==> src/rtl/bs_pkg.sv <==
package bs_pkg;

    typedef enum logic [1:0] {
        ST_RECAL = 2'd0,
        ST_READY = 2'd1,
        ST_BURST = 2'd2,
        ST_SLEEP = 2'd3
    } sched_state_e;

    // Wake decision: whether to launch a burst and what started it
    typedef struct packed {
        logic go;
        logic by_sync;
    } wake_t;

    localparam wake_t WAKE_NONE     = '{go: 1'b0, by_sync: 1'b0};
    localparam wake_t WAKE_INTERNAL = '{go: 1'b1, by_sync: 1'b0};
    localparam wake_t WAKE_SYNC     = '{go: 1'b1, by_sync: 1'b1};

    function automatic int unsigned cnt_bits(input int unsigned n);
        return (n < 2) ? 1 : $clog2(n);
    endfunction

endpackage

==> src/rtl/bs_sync_edge.sv <==
module bs_sync_edge #(
    parameter int unsigned STAGES = 2
) (
    input  logic clk,
    input  logic rst,
    input  logic din,
    output logic rise
);
    logic level;
    logic last_q;

    generate
        if (STAGES == 1) begin : g_single
            logic stage_q;
            always_ff @(posedge clk) begin
                if (rst) stage_q <= 1'b0;
                else     stage_q <= din;
            end
            assign level = stage_q;
        end else begin : g_chain
            logic [STAGES-1:0] chain_q;
            always_ff @(posedge clk) begin
                if (rst) chain_q <= '0;
                else     chain_q <= {chain_q[STAGES-2:0], din};
            end
            assign level = chain_q[STAGES-1];
        end
    endgenerate

    always_ff @(posedge clk) begin
        if (rst) last_q <= 1'b0;
        else     last_q <= level;
    end

    assign rise = level & ~last_q;
endmodule

==> src/rtl/bs_rst_filter.sv <==
module bs_rst_filter
    import bs_pkg::*;
#(
    parameter int unsigned MIN_CYCLES = 500,
    parameter int unsigned STAGES     = 2
) (
    input  logic clk,
    input  logic rst,
    input  logic ext_rst_n,
    output logic core_rst
);
    localparam int unsigned CW = cnt_bits(MIN_CYCLES + 1);

    logic          n_sync;
    logic [CW-1:0] low_cnt_q;

    generate
        if (STAGES == 1) begin : g_single
            logic stage_q;
            always_ff @(posedge clk) begin
                if (rst) stage_q <= 1'b1;
                else     stage_q <= ext_rst_n;
            end
            assign n_sync = stage_q;
        end else begin : g_chain
            logic [STAGES-1:0] chain_q;
            always_ff @(posedge clk) begin
                if (rst) chain_q <= '1;
                else     chain_q <= {chain_q[STAGES-2:0], ext_rst_n};
            end
            assign n_sync = chain_q[STAGES-1];
        end
    endgenerate

    // Saturating count of consecutive low samples
    always_ff @(posedge clk) begin
        if (rst)                               low_cnt_q <= '0;
        else if (n_sync)                       low_cnt_q <= '0;
        else if (low_cnt_q != CW'(MIN_CYCLES)) low_cnt_q <= low_cnt_q + 1'b1;
    end

    assign core_rst = rst | (low_cnt_q == CW'(MIN_CYCLES));
endmodule

==> src/rtl/bs_sleep_timer.sv <==
module bs_sleep_timer
    import bs_pkg::*;
#(
    parameter int unsigned LIMIT = 4_500_000
) (
    input  logic clk,
    input  logic rst,
    input  logic run,
    output logic expire
);
    localparam int unsigned TW = cnt_bits(LIMIT + 1);

    logic [TW-1:0] cnt_q;

    always_ff @(posedge clk) begin
        if (rst)      cnt_q <= '0;
        else if (run) cnt_q <= cnt_q + 1'b1;
        else          cnt_q <= '0;
    end

    assign expire = run & (cnt_q == TW'(LIMIT - 1));
endmodule

==> src/rtl/bs_seq.sv <==
module bs_seq
    import bs_pkg::*;
(
    input  logic clk,
    input  logic rst,
    input  logic fast_mode,
    input  logic sync_rise,
    input  logic confirm_pending,
    input  logic burst_done,
    input  logic expire,
    output logic run_timer,
    output logic burst_start,
    output logic sleeping,
    output logic ss_drive,
    output logic tick,
    output logic tick_sync,
    output logic recal_all
);
    sched_state_e state_q, state_d;
    wake_t        wake;
    logic         held_sync_q, held_sync_d;
    logic         src_sync_q;
    logic         burst_fast_q;
    logic         tick_q, tick_sync_q, recal_q;

    always_comb begin
        state_d = state_q;
        wake    = WAKE_NONE;
        unique case (state_q)
            ST_RECAL: state_d = ST_READY;
            ST_READY: state_d = ST_BURST;
            ST_BURST: begin
                if (burst_done) begin
                    if (!fast_mode && (held_sync_q || sync_rise)) wake = WAKE_SYNC;
                    else if (fast_mode || confirm_pending)        wake = WAKE_INTERNAL;
                    else                                          state_d = ST_SLEEP;
                end
            end
            ST_SLEEP: begin
                if (fast_mode)                          wake = WAKE_INTERNAL;
                else if (sync_rise || held_sync_q)      wake = WAKE_SYNC;
                else if (expire || confirm_pending)     wake = WAKE_INTERNAL;
            end
            default: state_d = ST_RECAL;
        endcase
        if (wake.go) state_d = ST_READY;
    end

    always_comb begin
        if (fast_mode)                                 held_sync_d = 1'b0;
        else if (wake.go && wake.by_sync)              held_sync_d = 1'b0;
        else if (sync_rise && (state_q != ST_SLEEP))   held_sync_d = 1'b1;
        else                                           held_sync_d = held_sync_q;
    end

    always_ff @(posedge clk) begin
        if (rst) begin
            state_q      <= ST_RECAL;
            held_sync_q  <= 1'b0;
            src_sync_q   <= 1'b0;
            burst_fast_q <= 1'b0;
            tick_q       <= 1'b0;
            tick_sync_q  <= 1'b0;
            recal_q      <= 1'b0;
        end else begin
            state_q     <= state_d;
            held_sync_q <= held_sync_d;
            if (wake.go) src_sync_q <= wake.by_sync;
            if (state_q == ST_READY) burst_fast_q <= fast_mode;
            tick_q      <= (state_q == ST_BURST) && burst_done;
            tick_sync_q <= src_sync_q;
            recal_q     <= (state_q == ST_RECAL);
        end
    end

    assign run_timer   = (state_q == ST_SLEEP);
    assign burst_start = (state_q == ST_READY);
    assign sleeping    = (state_q == ST_SLEEP);
    assign ss_drive    = (state_q == ST_BURST) && burst_fast_q;
    assign tick        = tick_q;
    assign tick_sync   = tick_sync_q;
    assign recal_all   = recal_q;
endmodule

==> src/rtl/burst_sched.sv <==
module burst_sched
    import bs_pkg::*;
#(
    parameter int unsigned SLEEP_CYCLES   = 4_500_000,
    parameter int unsigned RST_MIN_CYCLES = 500,
    parameter int unsigned SYNC_STAGES    = 2
) (
    input  logic clk,
    input  logic rst,
    input  logic ext_rst_n,
    input  logic fast_mode,
    input  logic sync_in,
    input  logic confirm_pending,
    input  logic burst_done,
    output logic burst_start,
    output logic sleeping,
    output logic ss_drive,
    output logic tick,
    output logic tick_sync,
    output logic recal_all
);
    logic core_rst;
    logic sync_rise;
    logic run_timer;
    logic expire;

    bs_rst_filter #(
        .MIN_CYCLES (RST_MIN_CYCLES),
        .STAGES     (SYNC_STAGES)
    ) u_rst_filter (
        .clk       (clk),
        .rst       (rst),
        .ext_rst_n (ext_rst_n),
        .core_rst  (core_rst)
    );

    bs_sync_edge #(
        .STAGES (SYNC_STAGES)
    ) u_sync_edge (
        .clk  (clk),
        .rst  (core_rst),
        .din  (sync_in),
        .rise (sync_rise)
    );

    bs_sleep_timer #(
        .LIMIT (SLEEP_CYCLES)
    ) u_sleep_timer (
        .clk    (clk),
        .rst    (core_rst),
        .run    (run_timer),
        .expire (expire)
    );

    bs_seq u_seq (
        .clk             (clk),
        .rst             (core_rst),
        .fast_mode       (fast_mode),
        .sync_rise       (sync_rise),
        .confirm_pending (confirm_pending),
        .burst_done      (burst_done),
        .expire          (expire),
        .run_timer       (run_timer),
        .burst_start     (burst_start),
        .sleeping        (sleeping),
        .ss_drive        (ss_drive),
        .tick            (tick),
        .tick_sync       (tick_sync),
        .recal_all       (recal_all)
    );
endmodule

==> config.mk <==
export PLATFORM = sky130hd
export DESIGN_NAME = burst_sched
export DESIGN_NICKNAME = d
export VERILOG_FILES = /design/src/rtl/bs_pkg.sv /design/src/rtl/bs_sync_edge.sv /design/src/rtl/bs_rst_filter.sv /design/src/rtl/bs_sleep_timer.sv /design/src/rtl/bs_seq.sv /design/src/rtl/burst_sched.sv
export SDC_FILE = /design/constraint.sdc
export NUM_CORES = 1
export LEC_CHECK = 0
export ABC_AREA = 1
export BUFFER_PORTS_ARGS = -buffer_cell sky130_fd_sc_hd__buf_2
export CORE_MARGIN = 2
export CORE_UTILIZATION = 55
export DETAILED_ROUTE_END_ITERATION = 8
export GPL_ROUTABILITY_DRIVEN = 0
export HOLD_SLACK_MARGIN = 0.05
export PLACE_DENSITY = 0.83
export SLEW_MARGIN = 20
export SYNTH_ARGS = -nofsm -noshare
export SYNTH_HDL_FRONTEND = slang
export SYNTH_SLANG_ARGS = --single-unit
export TNS_END_PERCENT = 1
==> constraint.sdc <==
create_clock -name clk -period 2.8 [get_ports clk]
set_input_delay 0 -clock clk [delete_from_list [all_inputs] [get_ports clk]]
set_output_delay 0 -clock clk [all_outputs]
set_load 0.005 [all_outputs]
==> reports/metrics.yaml <==
status:
  status: "completed"
global_route:
  grt_pass1_wl_um: 7570
  grt-ovfl-total: 0
  antenna_found_initial: 0
  grt_use_total_pct: 21.7
  first_global_vias: 1882
  grt_max_degree: 24
sta:
  skew_ns: 0.00900
  rsz0062_at_grt: "false"
  hold_viol_final: 0
  whs_ns: 0.153
  tightest_slew_ns: 0.443
  tns_ns: 0
  fmax_mhz: 596
  setup_viol_count_final: 0
  final.period_utilization_pct: 59.9
  maxSlewViolCount: 0
  period_minus_slack_ns: 1.68
  maxSlewHeadroom_pct: 70.4
layout:
  final_common_cell: "nand2_1"
  area_growth_pct: 12.7
  diodes: 0
  fin_cells: 395
  final_cell_mix: "nand2_1 (71), nor2_1 (49), inv_1 (47)"
  nets: 359
  drive_above_1_share_pct: 13.3
  postLayoutCoreUtil_pct: 64.1
clocking:
  numCtsBuffers: 5
  cts_sinks: 45
  clk_pin_slew_ns: 0.09
  htreeDepth: 2
  cts_resized: 0
  clock_path_buffers: 2
  clkLatencyLatePin_ns: 0.30
  root_buffer: "clkbuf_8"
  cts_tree: "yes"
drt:
  ant_nets: 0
  drc_errors: 0
  num_vias: 2007
  drtPass1Iterations: 4
  wl_per_cell_um: 11.3
  dr.first_iter.drc_count: 160
  wirelength_um: 4470
  vias_per_cell: 5.08
yosys:
  synth-seq-area-share_pct: 39.9
  syn_area_mm2: 0.00226
  syn_avg_cell_area_um2: 7.06
  ys_warn_count: 0
  synthTopCellsByArea: "dfxtp_1 (40%), nand2_1 (12%), nor2_1 (8.1%)"
  synth_top_area_share_pct: 39.9
  yosys.cell_types.count: 28
  ys_ff_latch: 45
  yosysTopAreaCell: "dfxtp_1"
  synthCells: 320
  syn_nets: 335
min_path:
  min_from: "confirm_pending"
  holdCritPathClass: "input pin to register"
  min_to: "u_seq.held_sync_q"
  whs_path_depth: 6
setup_path:
  reg2reg_from: "u_rst_filter.low_cnt_q[0]"
  r2r_setup_slack_ns: 1.12
  worst-path-stages: 8
  max_stage_delay_ns: 0.54
  worstReg2RegEnd: "u_sync_edge.g_chain.chain_q[0]"
  crit_family: "buffers and inverters"
  rr_worst_depth: 8
  crit_type: "register to register"
  start_kind: "register"
  cp-end-kind: "register"
  cp.required_ns: 3.00
  critPathSlowestCell: "dlygate4sd3_1"
  path_max_fanout: 8
  crit_chain: "inv_1, ha_1, nand2_1, nor2_1, nand2_2, nand2_4, nor2_1, dlygate4sd3_1"
  cpMostUsedCell: "nor2_1"
  worst-path-buf-inv: 2
  cp.arrival_ns: 1.88
die:
  initial_core_util_pct: 56.9
  rows: 23
  coreArea_mm2: 0.00397
  dieWidth_um: 68.1
  boundaryPins: 13
  fp.dieH_um: 68.1
  dieArea_mm2: 0.00463
power:
  peakVddDrop_v: 0.000385
  power_leakage_nw: 1.02
  power_density_mw_per_mm2: 562
placement:
  port_buffers: 12
  dp_hpwl_um: 3160
  dp_cells: 380
job:
  drv_cap: 0
-- layer usage --
metal | GRT usage [%] | wire length [um] | up-vias
met1 | 25.3 | 2090 | 900
met5 | 0 | 0 | -
met3 | 5.92 | 164 | 11
met4 | 10.0 | 85 | 0
li1 | - | - | 1055
met2 | 36.9 | 2130 | 41
-- power by group --
group / total, mW / internal, mW / switching, mW
registers: 0.688 / 0.668 / 0.0197
logic: 0.229 / 0.0927 / 0.136
clock network: 0.514 / 0.272 / 0.242
-- logic make-up after synthesis --
logic type               after synthesis  synth area share, %
AO/OA/AOI/OAI                         40                 9.36
XOR/XNOR                               3                 1.16
adder cells (fa/ha/maj)                8                 4.43
buffers and inverters                 52                 9.31
flip-flops                            45                 39.9
AND/OR/NAND/NOR                      172                 35.8
-- sequential cells by signal, indices dropped and copies added (netlist names) --
signal                        cells
u_rst_filter.g_chain.chain_q      2
u_rst_filter.low_cnt_q            9
u_seq.burst_fast_q                1
u_seq.held_sync_q                 1
u_seq.recal_all                   1
u_seq.src_sync_q                  1
u_seq.state_q                     2
u_seq.tick                        1
u_seq.tick_sync                   1
u_sleep_timer.cnt_q              23
u_sync_edge.g_chain.chain_q       2
u_sync_edge.last_q                1
-- stage by stage --
| stage | setup WS, ns | area [um^2] | total power, mW |
|---|---|---|---|
| 6_report | 1.12 | 2540 | 1.43 |
| 5_1_grt | 0.960 | 2540 | 1.51 |
| 4_1_cts | 1.12 | 2540 | 1.43 |
| 3_5_place_dp | 1.28 | 2360 | 0.918 |
| 3_3_place_gp | 1.31 | 2360 | 0.917 |
| 2_1_floorplan | 1.44 | 2260 | 0.871 |
-- repair_timing --
item | in CTS | in global routing
buffers inserted | 0 | 0
hold buffers | 7 | 0
setup endpoints to repair | 0 | 0
hold endpoints to repair | 8 | 0
-- cell usage after synthesis --
library cell and n:
a21oi_1 24, a31oi_1 2, buf_6 2, dfxtp_1 45, ha_1 8, inv_1 47, inv_2 3, nand2_1 71
nand2_2 5, nand2_4 3, nand3_1 12, nand3_2 2, nand3b_1 2, nand4_1 8, nor2_1 49, nor2_2 3
nor2_4 2, nor3_1 5, nor3_2 3, nor3b_1 2, nor3b_2 1, o21a_1 1, o21ai_0 12, o21bai_2 1
or2_0 1, or2_2 3, xnor2_1 2, xor2_1 1
-- tightest hold or removal path: stages --
cell and delay, ns:
buf_2 0.08, nor2_1 0.04, nand2_1 0.08, nand2_1 0.08, nand2_1 0.09, nor3_1 0.05
-- layout make-up --
cell class	instances	area [um^2]
inverters	50	188
multi-input cells	223	1150
clock inverters	3	47.5
repair buffers	19	130
well taps	50	62.6
clock buffers	5	68.8
fillers	324	1430
flip-flops and latches	45	901
-- worst max-delay path by stage --
stage / startpoint / end / slack [ns]
floorplan: u_sleep_timer.cnt_q[0] / u_sleep_timer.cnt_q[22] / 1.44
global placement: u_sleep_timer.cnt_q[0] / u_sleep_timer.cnt_q[22] / 1.31
detailed placement: u_sleep_timer.cnt_q[0] / u_sleep_timer.cnt_q[22] / 1.28
CTS: u_rst_filter.low_cnt_q[0] / u_sync_edge.g_chain.chain_q[0] / 1.12
global route: u_rst_filter.low_cnt_q[0] / u_sync_edge.g_chain.chain_q[0] / 0.96
finish: u_rst_filter.low_cnt_q[0] / u_sync_edge.g_chain.chain_q[0] / 1.12
Power figures use the tool's default switching activity.
